--- config.mk ---
export PLATFORM = sky130hd
export DESIGN_NAME = aperture_guard
export DESIGN_NICKNAME = d
export VERILOG_FILES = /design/src/rtl/aperture_pkg.sv /design/src/rtl/aperture_regs.sv /design/src/rtl/aperture_match.sv /design/src/rtl/aperture_guard.sv
export SDC_FILE = /design/constraint.sdc
export NUM_CORES = 1
export LEC_CHECK = 0
export ABC_CLOCK_PERIOD_IN_PS = 5650
export BUFFER_PORTS_ARGS = -buffer_cell sky130_fd_sc_hd__buf_2
export CAP_MARGIN = 30
export CORE_UTILIZATION = 30
export DETAILED_ROUTE_END_ITERATION = 10
export HOLD_SLACK_MARGIN = 0.08
export PLACE_DENSITY_LB_ADDON = 0.3
export SLEW_MARGIN = 40
export SYNTH_ARGS = -nofsm -noshare
export SYNTH_HDL_FRONTEND = slang
export SYNTH_HIERARCHICAL = 1
export SYNTH_SLANG_ARGS = --single-unit
export TNS_END_PERCENT = 20
--- constraint.sdc ---
create_clock -name clk -period 5.65 [get_ports clk]
set_clock_uncertainty 0.05 [all_clocks]
set_input_delay 1.695 -clock clk [delete_from_list [all_inputs] [get_ports clk]]
set_output_delay 1.695 -clock clk [all_outputs]
set_load 0.02 [all_outputs]
--- src/rtl/aperture_pkg.sv ---
package aperture_pkg;

  typedef enum logic [1:0] {
    SEL_NONE,
    SEL_LO,
    SEL_HI,
    SEL_ARM
  } reg_sel_e;

  localparam logic [3:0] OFF_LO  = 4'h0;
  localparam logic [3:0] OFF_HI  = 4'h4;
  localparam logic [3:0] OFF_ARM = 4'h8;

endpackage

--- src/rtl/aperture_regs.sv ---
module aperture_regs
  import aperture_pkg::*;
#(
  parameter int DATA_W  = 32,
  parameter int BOUND_W = 16,
  parameter int REG_AW  = 4
) (
  input  logic               clk,
  input  logic               rst_n,
  input  logic [REG_AW-1:0]  cfg_addr,
  input  logic               cfg_wr,
  input  logic [DATA_W-1:0]  cfg_wdata,
  output logic [DATA_W-1:0]  cfg_rdata,
  output logic [BOUND_W-1:0] lo_q,
  output logic [BOUND_W-1:0] hi_q,
  output logic               arm_q,
  output logic               bound_wr_ok,
  output logic               bound_wr_drop
);

  localparam int PAD_W = DATA_W - BOUND_W;

  reg_sel_e   sel;
  logic       bound_wr;
  logic [BOUND_W-1:0] wr_field;

  function automatic reg_sel_e decode_off(input logic [REG_AW-1:0] off);
    if (off == REG_AW'(OFF_LO))       return SEL_LO;
    else if (off == REG_AW'(OFF_HI))  return SEL_HI;
    else if (off == REG_AW'(OFF_ARM)) return SEL_ARM;
    else                              return SEL_NONE;
  endfunction

  always_comb begin
    sel           = decode_off(cfg_addr);
    wr_field      = cfg_wdata[DATA_W-1:PAD_W];
    bound_wr      = cfg_wr && ((sel == SEL_LO) || (sel == SEL_HI));
    bound_wr_ok   = bound_wr && arm_q;
    bound_wr_drop = bound_wr && !arm_q;
  end

  always_ff @(posedge clk) begin
    if (!rst_n) begin
      lo_q  <= '0;
      hi_q  <= '0;
      arm_q <= 1'b0;
    end else if (bound_wr_ok) begin
      if (sel == SEL_LO) lo_q <= wr_field;
      else               hi_q <= wr_field;
      arm_q <= 1'b0;
    end else if (cfg_wr && (sel == SEL_ARM)) begin
      arm_q <= cfg_wdata[0];
    end
  end

  always_comb begin
    unique case (sel)
      SEL_LO:  cfg_rdata = {lo_q, {PAD_W{1'b0}}};
      SEL_HI:  cfg_rdata = {hi_q, {PAD_W{1'b0}}};
      SEL_ARM: cfg_rdata = {{(DATA_W-1){1'b0}}, arm_q};
      default: cfg_rdata = '0;
    endcase
  end

endmodule

--- src/rtl/aperture_match.sv ---
module aperture_match #(
  parameter int ADDR_W  = 32,
  parameter int BOUND_W = 16
) (
  input  logic [ADDR_W-1:0]  bus_addr,
  input  logic [BOUND_W-1:0] lo_q,
  input  logic [BOUND_W-1:0] hi_q,
  output logic               win_en,
  output logic               bus_hit
);

  logic [BOUND_W-1:0] page;

  function automatic logic window_live(input logic [BOUND_W-1:0] lo,
                                       input logic [BOUND_W-1:0] hi);
    return (hi != '0) && (lo <= hi);
  endfunction

  function automatic logic page_inside(input logic [BOUND_W-1:0] pg,
                                       input logic [BOUND_W-1:0] lo,
                                       input logic [BOUND_W-1:0] hi);
    return (pg >= lo) && (pg <= hi);
  endfunction

  always_comb begin
    page    = bus_addr[ADDR_W-1 -: BOUND_W];
    win_en  = window_live(lo_q, hi_q);
    bus_hit = win_en && page_inside(page, lo_q, hi_q);
  end

endmodule

--- src/rtl/aperture_guard.sv ---
module aperture_guard #(
  parameter int ADDR_W  = 32,
  parameter int DATA_W  = 32,
  parameter int BOUND_W = 16,
  parameter int REG_AW  = 4
) (
  input  logic              clk,
  input  logic              rst_n,
  input  logic [REG_AW-1:0] cfg_addr,
  input  logic              cfg_wr,
  input  logic [DATA_W-1:0] cfg_wdata,
  output logic [DATA_W-1:0] cfg_rdata,
  input  logic [ADDR_W-1:0] bus_addr,
  output logic              bus_hit
);

  logic [BOUND_W-1:0] lo_q;
  logic [BOUND_W-1:0] hi_q;
  logic               arm_q;
  logic               bound_wr_ok;
  logic               bound_wr_drop;
  logic               win_en;

  aperture_regs #(
    .DATA_W (DATA_W),
    .BOUND_W(BOUND_W),
    .REG_AW (REG_AW)
  ) regs_i (
    .clk          (clk),
    .rst_n        (rst_n),
    .cfg_addr     (cfg_addr),
    .cfg_wr       (cfg_wr),
    .cfg_wdata    (cfg_wdata),
    .cfg_rdata    (cfg_rdata),
    .lo_q         (lo_q),
    .hi_q         (hi_q),
    .arm_q        (arm_q),
    .bound_wr_ok  (bound_wr_ok),
    .bound_wr_drop(bound_wr_drop)
  );

  aperture_match #(
    .ADDR_W (ADDR_W),
    .BOUND_W(BOUND_W)
  ) match_i (
    .bus_addr(bus_addr),
    .lo_q    (lo_q),
    .hi_q    (hi_q),
    .win_en  (win_en),
    .bus_hit (bus_hit)
  );

endmodule

### Word level (Yosys, flattened, before mapping)

Cells that the tools add are included.

* flip-flop bits (word level): 33
* output and inout bits: 33

* order comparisons: 3
* eq/ne operators: 5
* mux-type cells: 4
* bitwise operators: 2
* reduce and logical (&&, ||, !) cells: 12

Operator list (count)
* case mux 32 bit (3 select lines): 1
* <= comparator 16 bit: 2
* >= comparator 16 bit: 1
* nonzero test 16 bit: 1
* logical AND 1 bit: 6
* two-way mux 2 bit: 3
* == test 2 bit, second input constant: 2
* == test 4 x 3 -> 1 bit, second input constant: 1
* == test 4 bit, second input constant: 1
* zero test 4 bit: 1
* AND reduction 2 bit: 2
* == test 2 x 1 -> 1 bit, second input constant: 1
* inverter 1 bit: 2
* OR reduction 2 bit: 1
* logical OR 1 bit: 1

### Depth between registers and ports, before layout

Gate-level depths: netlist of the first run.

* depth after elaboration: 9
* mapped depth: 8

### By module

The synthesis of the first run kept the hierarchy.

Modules (own cells, without submodules)
* aperture_regs: instances 1, cells each 195, area an instance 1697.9 sq um, sequential area each 660.6 sq um
* aperture_match: instances 1, cells each 152, area an instance 1171.1 sq um, sequential area each 0.0 sq um

### Least setup slack after synthesis of the first run

Ideal clock, no wire load.

* path kind: input port to output port
* start point: input port cfg_addr[2]
* end point: output port cfg_rdata[16]
* arrival time: 3145 ps
* required time: 3905 ps
* slack: 760 ps
* stages: 7
* buffers on the path: 2
* cells stage by stage: xnor2_1 nor3_1 ha_1 buf_1 clkbuf_1 a22oi_1 nor2_1

* word-level cells in the longest chain between the ends: 6
* elaborated cells on any way between the ends: 10

Ends and longest elaborated chain
* start, declared: RTL line aperture_guard.sv:9 `input logic [REG_AW-1:0] cfg_addr,`
* == test 4 bit: RTL line aperture_regs.sv:30 `else if (off == REG_AW'(OFF_ARM)) return SEL_ARM;`
* two-way mux 2 bit: RTL line aperture_regs.sv:30
* two-way mux 2 bit: RTL line aperture_regs.sv:29 `else if (off == REG_AW'(OFF_HI)) return SEL_HI;`
* two-way mux 2 bit (*): RTL line aperture_regs.sv:28 `if (off == REG_AW'(OFF_LO)) return SEL_LO;`
* == test 2 bit / == test 2 x 1 -> 1 bit (equally long branches): RTL line aperture_regs.sv:57 `unique case (sel)`
* case mux 32 bit (3 select lines) (*): RTL line aperture_regs.sv:57
* end, declared: RTL line aperture_guard.sv:12 `output logic [DATA_W-1:0] cfg_rdata,`

Every way passes the cells marked *; elsewhere a longest branch is shown, timed or not.

### Final worst setup path of the first run

* start point: input port bus_addr[17]
* end point: output port bus_hit

* word-level cells in the longest chain between the ends: 3
* elaborated cells on any way between the ends: 4

Ends and longest elaborated chain
* start, declared: RTL line aperture_guard.sv:13 `input logic [ADDR_W-1:0] bus_addr,`
* >= comparator 16 bit / <= comparator 16 bit (equally long branches): RTL line aperture_match.sv:22 `return (pg >= lo) && (pg <= hi);`
* logical AND 1 bit (*): RTL line aperture_match.sv:22
* logical AND 1 bit (*): RTL line aperture_match.sv:28 `bus_hit = win_en && page_inside(page, lo_q, hi_q);`
* end, declared: RTL line aperture_guard.sv:14 `output logic bus_hit`

Marked as above.

==> flow_metrics.py, run 1 <==
metrics = {
    "sta": {
        "finalCriticalPeriod_ns": 5.056,
        "tightest_slew_ns": 0.6253,
        "slew_viol_final": 0,
        "fmax_ghz": 0.1978,
        "grt_setup_unrepaired": "false",
        "slew-limit-headroom_pct": 58.22,
        "fin_crit_sh_pct": 89.48,
        "fin_setup_tns_ns": 0,
        "setup_viol_count_final": 0,
        "hold_viol_final": 0,
    },
    "critical_path": {
        "end_kind": "primary output",
        "cp.depth": 9,
        "slowest_delay_ns": 0.37,
        "critical_path.slowest_cell": "a2111oi_2",
        "r2r_end": "regs_i/hi_q[2]",
        "cp.required_ns": 3.90,
        "start_kind": "primary input",
        "startpoint": "bus_addr[17]",
        "cp_common_cell": "buf_2",
        "reg2reg_depth": 3,
        "r2r_slack_ns": 4.16,
        "endpoint": "bus_hit",
        "worst-path-max-fanout": 2,
        "cp.arrival_ns": 3.31,
        "path_cells": "buf_2 -> ha_1 -> nor2b_1 -> o211ai_1 -> a2111oi_2 -> nor3_1 -> o21a_1 -> o221a_2 -> buf_2",
        "worst-setup-path-type": "primary input to primary output",
        "r2r_start": "regs_i/arm_q",
        "critPathTopFamily": "compound AO/OA/AOI/OAI gates",
        "critPathBufInv": 2,
    },
    "cells_and_area": {
        "area_growth_pct": 15.54,
        "drive_gt1_share_pct": 19.50,
        "fin_nets": 521,
        "final_common_cell": "buf_2",
        "antenna_cells": 0,
        "final_cell_area_um2": 3302,
        "final_cell_mix": "buf_2 (56), nand2_1 (54), ha_1 (51), inv_1 (34), dfxtp_1 (33)",
    },
    "cts": {
        "clockBufferDepth": 2,
        "cts.clk_slew.worst_paths_ns": 0.06,
        "postCtsSetupBuffers": 0,
        "cts.htree.levels": 2,
        "insertion_delay_ns": 0.27,
        "cts_resized": 0,
        "hold_buffers": 0,
        "tritoncts": "yes",
        "cts.sinks": 33,
        "root_buffer": "clkbuf_8",
        "numCtsBuffers": 5,
    },
    "die": {
        "dieArea_um2": 9920,
        "boundaryPins": 104,
        "start_util_pct": 30.93,
        "core_area_um2": 9240,
        "die_w_um": 99.60,
        "fp.dieH_um": 99.60,
        "rows": 35,
    },
    "route": {
        "drtIter0Drc": 103,
        "drc_errors": 0,
        "first_pass_iters": 4,
        "vias": 2501,
        "ant_nets": 0,
        "avgViaCountPerCell": 4.728,
        "wl_um": 7138,
        "avgRoutedWirePerCell_um": 13.49,
    },
    "logic_synthesis": {
        "synth_cells": 344,
        "synthesis.area_um2": 2858,
        "yosys_warnings": 6,
        "avgSynthCellArea_um2": 8.307,
    },
    "global_routing": {
        "overflow": 0,
        "grt_max_degree": 50,
        "grt.total_usage_pct": 14.86,
        "antenna_found_initial": 0,
        "grt_pass1_wl_um": 11870,
        "grt_pass1_vias": 2582,
    },
    "pwr": {
        "power_density_nw_per_um2": 144.1,
        "total_power_mw": 0.4757,
        "leakage_nw": 1.348,
        "peakVddDrop_mv": 0.08497,
    },
    "min_path": {
        "hold_class": "flop to flop",
        "hold_path_startpoint": "regs_i/hi_q[6]",
    },
    "placed_design": {
        "place_area_um2": 3217,
        "io_buffers": 57,
        "place_congestion": 0.8019,
        "hpwl_um": 5916,
    },
    "outcome": {
        "status": "finished clean",
    },
    "job": {
        "maxCapViolCount": 0,
    },
}
==> per-layer routing <==
metal	part of all wire, %	vias up	global-route usage (%)
li1	-	1294	-
met1	49	1139	19.36
met2	46	60	25.53
met3	3.7	8	1.827
met4	1.5	0	4.638
met5	0	-	0
==> how the worst min path moves through the flow <==
stage | end | slack, ns | depth (start not counted)
3_3_place_gp | regs_i/hi_q[15] | 0.43 | 2
4_1_cts | regs_i/hi_q[10] | 0.45 | 2
2_1_floorplan | regs_i/hi_q[2] | 0.41 | 2
5_1_grt | regs_i/hi_q[6] | 0.48 | 2
6_report | regs_i/hi_q[6] | 0.45 | 2
3_5_place_dp | regs_i/hi_q[10] | 0.44 | 2
==> metrics by stage <==
stage	hold WS [ns]	worst slack [ns]	std cells	utilization (%)
finish	0.4464	0.5942	529	35.73
global route	0.4798	0.5093	529	35.73
CTS	0.4491	0.5932	529	35.71
detailed placement	0.4395	0.5960	521	34.81
floorplan	0.4109	0.7600	358	-
global placement	0.4267	0.5982	519	34.52
==> registers in the layout, indices dropped and copies added (netlist names) <==
signal	flops
regs_i/arm_q	1
regs_i/hi_q	16
regs_i/lo_q	16
==> area by class of cell <==
cell class	count	area [um^2]
Tap cell	129	161.4
Clock buffer	6	72.57
Fill cell	980	5938
Inverter	35	131.4
Clock inverter	2	10.01
Sequential cell	33	660.6
Multi-Input combinational cell	263	1941
Timing Repair Buffer	61	325.3
==> power breakdown <==
group | switching, mW | total (mW) | internal (mW) | leakage [nW]
Clock | 0.0823 | 0.168 | 0.0853 | 0.0450
Combinational | 0.0476 | 0.0753 | 0.0278 | 1.04
Sequential | 0.000165 | 0.233 | 0.233 | 0.266
==> worst register-to-register path: cells and delay by family (launching register included) <==
| kind | cells | cell delay, ns |
|---|---|---|
| AND/OR/NAND/NOR | 2 | 0.75 |
| multiplexers | 1 | 0.27 |
| flip-flops | 1 | 0.36 |
Power figures use the tool's default switching activity.
==> run 2: changes to the inputs <==
--- a/config.mk
+++ b/config.mk
@@ -5,7 +5,7 @@
 export SDC_FILE = /design/constraint.sdc
 export NUM_CORES = 1
 export LEC_CHECK = 0
-export ABC_CLOCK_PERIOD_IN_PS = 5650
+export ABC_CLOCK_PERIOD_IN_PS = 5900
 export BUFFER_PORTS_ARGS = -buffer_cell sky130_fd_sc_hd__buf_2
 export CAP_MARGIN = 30
 export CORE_UTILIZATION = 30
==> constraint.sdc (replaced) <==
create_clock -name clk -period 5.9 [get_ports clk]
set_clock_uncertainty 0.05 [all_clocks]
set_input_delay 1.77 -clock clk [delete_from_list [all_inputs] [get_ports clk]]
set_output_delay 1.77 -clock clk [all_outputs]
set_load 0.02 [all_outputs]
==> run 2 against run 1 <==
Against the previous run: sequential power fell by 4%; final area rose by 0.23%; global-route usage up 0.19 points; worst setup slack improved by 0.13 ns; utilization increased by 0.081 points; final cell count unchanged; die area stayed put; critical endpoint unchanged; largest power group unchanged.
==> flow_metrics.py, run 2 (synthesis results as in run 1) <==
metrics = {
    "placed_design": {
        "place_ws_ns": 0.7029,
        "place_congestion": 0.8116,
        "io_buffers": 57,
        "place_area_um2": 3221,
        "hpwl_um": 5872,
    },
    "cts": {
        "cts.clk_slew.worst_paths_ns": 0.07,
        "cts_resized": 0,
        "numCtsBuffers": 5,
        "hold_buffers": 0,
        "postCtsSetupBuffers": 0,
        "tritoncts": "yes",
        "clockBufferDepth": 2,
        "cts.sinks": 33,
        "insertion_delay_ns": 0.28,
        "cts.htree.levels": 2,
        "root_buffer": "clkbuf_8",
    },
    "critical_path": {
        "critical_path.slowest_cell": "a2111oi_2",
        "cp.required_ns": 4.08,
        "endpoint": "bus_hit",
        "slowest_delay_ns": 0.36,
        "cp_common_cell": "buf_2",
        "startpoint": "bus_addr[17]",
        "critPathTopFamily": "compound AO/OA/AOI/OAI gates",
        "reg2reg_depth": 3,
        "path_cells": "buf_2 -> ha_1 -> nor2b_1 -> o211ai_1 -> a2111oi_2 -> nor3_1 -> o21a_1 -> o221a_2 -> buf_2",
        "end_kind": "primary output",
        "worst-setup-path-type": "primary input to primary output",
        "r2r_slack_ns": 4.41,
        "critPathBufInv": 2,
        "worst-path-max-fanout": 2,
        "cp.depth": 9,
        "r2r_end": "regs_i/hi_q[12]",
        "start_kind": "primary input",
        "r2r_start": "regs_i/arm_q",
        "cp.arrival_ns": 3.35,
    },
    "pwr": {
        "leakage_nw": 1.348,
        "power_density_nw_per_um2": 138.2,
        "peakVddDrop_mv": 0.07753,
    },
    "route": {
        "drc_errors": 0,
        "wl_met3_um": 281,
        "met2_length_um": 3282,
        "first_pass_iters": 4,
        "avgViaCountPerCell": 4.749,
        "ant_nets": 0,
        "vias": 2512,
        "avgRoutedWirePerCell_um": 13.31,
        "dr.max_layer_used": "met4",
        "wl_um": 7042,
        "wl_met1_um": 3418,
        "drtIter0Drc": 79,
    },
    "sta": {
        "hold_viol_final": 0,
        "fmax_ghz": 0.1932,
        "finalCriticalPeriod_ns": 5.175,
        "setup_viol_count_final": 0,
        "whs_ns": 0.4466,
        "tightest_slew_ns": 0.6319,
        "grt_setup_unrepaired": "false",
        "slew-limit-headroom_pct": 57.77,
        "finalWorstSetupSlack_ns": 0.7252,
        "fin_crit_sh_pct": 87.71,
        "fin_setup_tns_ns": 0,
        "slew_viol_final": 0,
    },
    "cells_and_area": {
        "fillCellCount": 957,
        "largestRegisters": "regs_i/hi_q (16), regs_i/lo_q (16), regs_i/arm_q (1)",
        "area_growth_pct": 15.81,
        "multiInputGateArea_um2": 1941,
        "final_cell_area_um2": 3309,
        "final_common_cell": "buf_2",
        "fin_nets": 521,
        "final_cell_mix": "buf_2 (56), nand2_1 (54), ha_1 (51), inv_1 (34), dfxtp_1 (33)",
        "drive_gt1_share_pct": 19.75,
        "antenna_cells": 0,
        "seqCellArea_um2": 660.6,
    },
    "die": {
        "dieArea_um2": 9920,
        "core_area_um2": 9240,
        "die_w_um": 99.60,
        "rows": 35,
        "boundaryPins": 104,
        "start_util_pct": 30.93,
        "fp.dieH_um": 99.60,
    },
    "global_routing": {
        "overflow": 0,
        "grt_pass1_wl_um": 11960,
        "grt_max_degree": 50,
        "grt_pass1_vias": 2550,
        "grt.total_usage_pct": 15.06,
        "antenna_found_initial": 0,
    },
    "outcome": {
        "status": "finished clean",
    },
    "min_path": {
        "hold_class": "flop to flop",
    },
    "job": {
        "maxCapViolCount": 0,
    },
}
## run 2: cell types whose count changed in the layout (fill, tap and decap cells not counted)
cell / delta
buf_6: +1
clkinvlp_4: +1
buf_4: -1
clkbuf_1: -1
## run 2: worst min path at each step
stage / start / end / slack (ns) / cells after the start
global placement: regs_i/hi_q[15] / regs_i/hi_q[15] / 0.43 / 2
floorplan: regs_i/hi_q[2] / regs_i/hi_q[2] / 0.41 / 2
CTS: regs_i/hi_q[15] / regs_i/hi_q[15] / 0.45 / 2
detailed placement: regs_i/hi_q[8] / regs_i/hi_q[8] / 0.44 / 2
global route: regs_i/hi_q[3] / regs_i/hi_q[3] / 0.48 / 2
finish: regs_i/hi_q[15] / regs_i/hi_q[15] / 0.45 / 2
## run 2: cell type report
class / count / area share, %
multi-input combinational: 263 / 58.64
sequential: 33 / 19.96
timing repair buffer: 61 / 9.943
tap: 129 / 4.877
inverter: 35 / 3.970
clock buffer: 5 / 2.079
clock inverter: 3 / 0.5293
## run 2: power by group
group	internal (mW)	total [mW]	switching, mW
Sequential	0.223	0.223	0.000156
Combinational	0.0267	0.0721	0.0454
Clock	0.0813	0.162	0.0809
## run 2: per-layer routing
metal  vias up  global-route usage (%)
met1      1159                   19.52
met2        56                   25.96
met3         6                   2.460
li1       1291                       -
met4         0                   3.733
met5         -                       0
## run 2: metrics by stage
stage	power [mW]	cells	util, %
CTS	0.4652	529	35.79
detailed placement	0.3009	521	34.85
floorplan	0.2805	358	-
global placement	0.2986	519	34.52
finish	0.4573	529	35.82
global route	0.4850	529	35.82
## run 2: worst register-to-register path, cell delays in order, from the launching register on
cell and delay [ns]:
dfxtp_1 0.36, nand3_1 0.20, nor2_4 0.55, mux2i_1 0.26
==> run 3: changes to the inputs <==
--- a/config.mk
+++ b/config.mk
@@ -5,7 +5,7 @@
 export SDC_FILE = /design/constraint.sdc
 export NUM_CORES = 1
 export LEC_CHECK = 0
-export ABC_CLOCK_PERIOD_IN_PS = 5900
+export ABC_CLOCK_PERIOD_IN_PS = 4900
 export BUFFER_PORTS_ARGS = -buffer_cell sky130_fd_sc_hd__buf_2
 export CAP_MARGIN = 30
 export CORE_UTILIZATION = 30
==> constraint.sdc (replaced) <==
create_clock -name clk -period 4.9 [get_ports clk]
set_clock_uncertainty 0.05 [all_clocks]
set_input_delay 1.47 -clock clk [delete_from_list [all_inputs] [get_ports clk]]
set_output_delay 1.47 -clock clk [all_outputs]
set_load 0.02 [all_outputs]
==> run 3 against run 2 <==
Against the previous run: hold slack gained 0.00066 ns; combinational power grew 21%; non-clock buffer count is the same; die area is the same; sequential power grew 21%; via count shrank 1.2%; final cell count is the same; utilization grew 0.15 points; clock power grew 60%; sequential share of layout area shrank 0.083 points; routed wire length grew 1.4%; clock-buffer cell count grew 2; critical path type unchanged; largest power group unchanged.
==> flow_metrics.py, run 3 (synthesis results as in run 1) <==
metrics = {
    "route": {
        "drc_errors": 0,
        "first_pass_iters": 4,
        "drtIter0Drc": 113,
        "avgRoutedWirePerCell_um": 13.50,
        "avgViaCountPerCell": 4.694,
        "wl_um": 7141,
        "vias": 2483,
        "ant_nets": 0,
    },
    "sta": {
        "slew-limit-headroom_pct": 57.58,
        "tightest_slew_ns": 0.6363,
        "hold_viol_final": 0,
        "slew_viol_final": 0,
        "fmax_ghz": 0.2175,
        "setup_viol_count_final": 0,
        "finalCriticalPeriod_ns": 4.598,
        "fin_setup_tns_ns": 0,
        "grt_setup_unrepaired": "false",
        "whs_ns": 0.4473,
        "fin_crit_sh_pct": 93.83,
    },
    "die": {
        "dieArea_um2": 9920,
        "boundaryPins": 104,
        "rows": 35,
        "core_area_um2": 9240,
        "start_util_pct": 30.93,
        "fp.dieH_um": 99.60,
        "die_w_um": 99.60,
    },
    "cells_and_area": {
        "drive_gt1_share_pct": 19.50,
        "fin_nets": 521,
        "final_common_cell": "buf_2",
        "final_cell_area_um2": 3323,
        "stdcell_count": 529,
        "final_cell_mix": "buf_2 (56), nand2_1 (54), ha_1 (51), inv_1 (34), dfxtp_1 (33)",
        "largestRegisters": "regs_i/hi_q (16), regs_i/lo_q (16), regs_i/arm_q (1)",
        "area_growth_pct": 16.29,
        "antenna_cells": 0,
    },
    "cts": {
        "numCtsBuffers": 5,
        "cts.clk_slew.worst_paths_ns": 0.06,
        "clockBufferDepth": 2,
        "cts.sinks": 33,
        "hold_buffers": 0,
        "insertion_delay_ns": 0.28,
        "root_buffer": "clkbuf_8",
        "cts_resized": 0,
        "cts.htree.levels": 2,
        "postCtsSetupBuffers": 0,
        "tritoncts": "yes",
    },
    "critical_path": {
        "slowest_delay_ns": 0.36,
        "cp.arrival_ns": 3.08,
        "worst-path-max-fanout": 2,
        "critical_path.slowest_cell": "a2111oi_2",
        "start_kind": "primary input",
        "cp.required_ns": 3.38,
        "cp_common_cell": "buf_2",
        "path_cells": "buf_2 -> ha_1 -> nor2b_1 -> o211ai_1 -> a2111oi_2 -> nor3_1 -> o21a_1 -> o221a_2 -> buf_2",
        "worst-setup-path-type": "primary input to primary output",
        "end_kind": "primary output",
    },
    "pwr": {
        "peakVddDrop_mv": 0.1197,
        "power.internal_mw": 0.4662,
        "total_power_mw": 0.6144,
        "p_sw_share_pct": 24.12,
        "power_density_nw_per_um2": 184.9,
        "power_switching_mw": 0.1482,
        "seq_power_share_pct": 43.7,
        "comb_power_share_pct": 14.2,
        "clkPwrFrac_pct": 42.1,
        "leakage_nw": 1.360,
    },
    "global_routing": {
        "overflow": 0,
        "antenna_found_initial": 0,
        "grt_pass1_wl_um": 11680,
        "grt_pass1_vias": 2489,
        "grt.total_usage_pct": 14.73,
        "grt_max_degree": 50,
    },
    "placed_design": {
        "place_inst": 521,
        "hpwl_um": 5866,
        "place_congestion": 0.8163,
        "place_area_um2": 3204,
        "io_buffers": 57,
    },
    "min_path": {
        "hold_class": "flop to flop",
    },
    "job": {
        "maxCapViolCount": 0,
    },
    "outcome": {
        "status": "finished clean",
    },
}
## run 3: path summary, 6_finish.rpt
path	startpoint	end	slack [ns]	depth (start not counted)
worst max-delay path	bus_addr[17]	bus_hit	0.30	9
worst min-delay path	regs_i/hi_q[6]	regs_i/hi_q[6]	0.45	2
worst max register to register	regs_i/arm_q	regs_i/lo_q[12]	3.56	4
worst min register to register	regs_i/hi_q[6]	regs_i/hi_q[6]	0.45	2
## run 3: layout make-up
cell class | count | area (um^2)
clock inverter | 1 | 30.03
multi-input combinational | 263 | 1936
tap | 129 | 161.4
inverter | 35 | 131.4
sequential | 33 | 660.6
timing repair buffer | 61 | 317.8
clock buffer | 7 | 86.33
fill | 985 | 5917
## run 3: critical path: cells and delay by family
family	cells	cell delay, ns
AOI/OAI and AO/OA	4	0.84
adders and majority gates	1	0.28
buffers and inverters	2	0.27
and+or+nand+nor	2	0.22
## run 3: per-layer routing
metal,global-route usage [%],routed length [um],vias to the layer above
met4,4.186,98,0
li1,-,-,1287
met5,0,0,-
met2,24.95,3314,57
met1,19.05,3400,1132
met3,2.741,328,7
## run 3: metrics by stage
step                utilization, %  setup slack (ns)
floorplan                        -            0.4600
CTS                          35.94            0.2921
finish                       35.96            0.3023
global placement             34.68            0.2975
global route                 35.96            0.2366
detailed placement           34.68            0.2902
## run 3: power by group through the flow
stage               logic, mW  clock network [mW]  registers (mW)
floorplan              0.0633                   0           0.275
global placement       0.0849                   0           0.275
detailed placement     0.0882                   0           0.275
CTS                    0.0884               0.266           0.268
global route           0.0998               0.276           0.268
finish                 0.0872               0.259           0.269
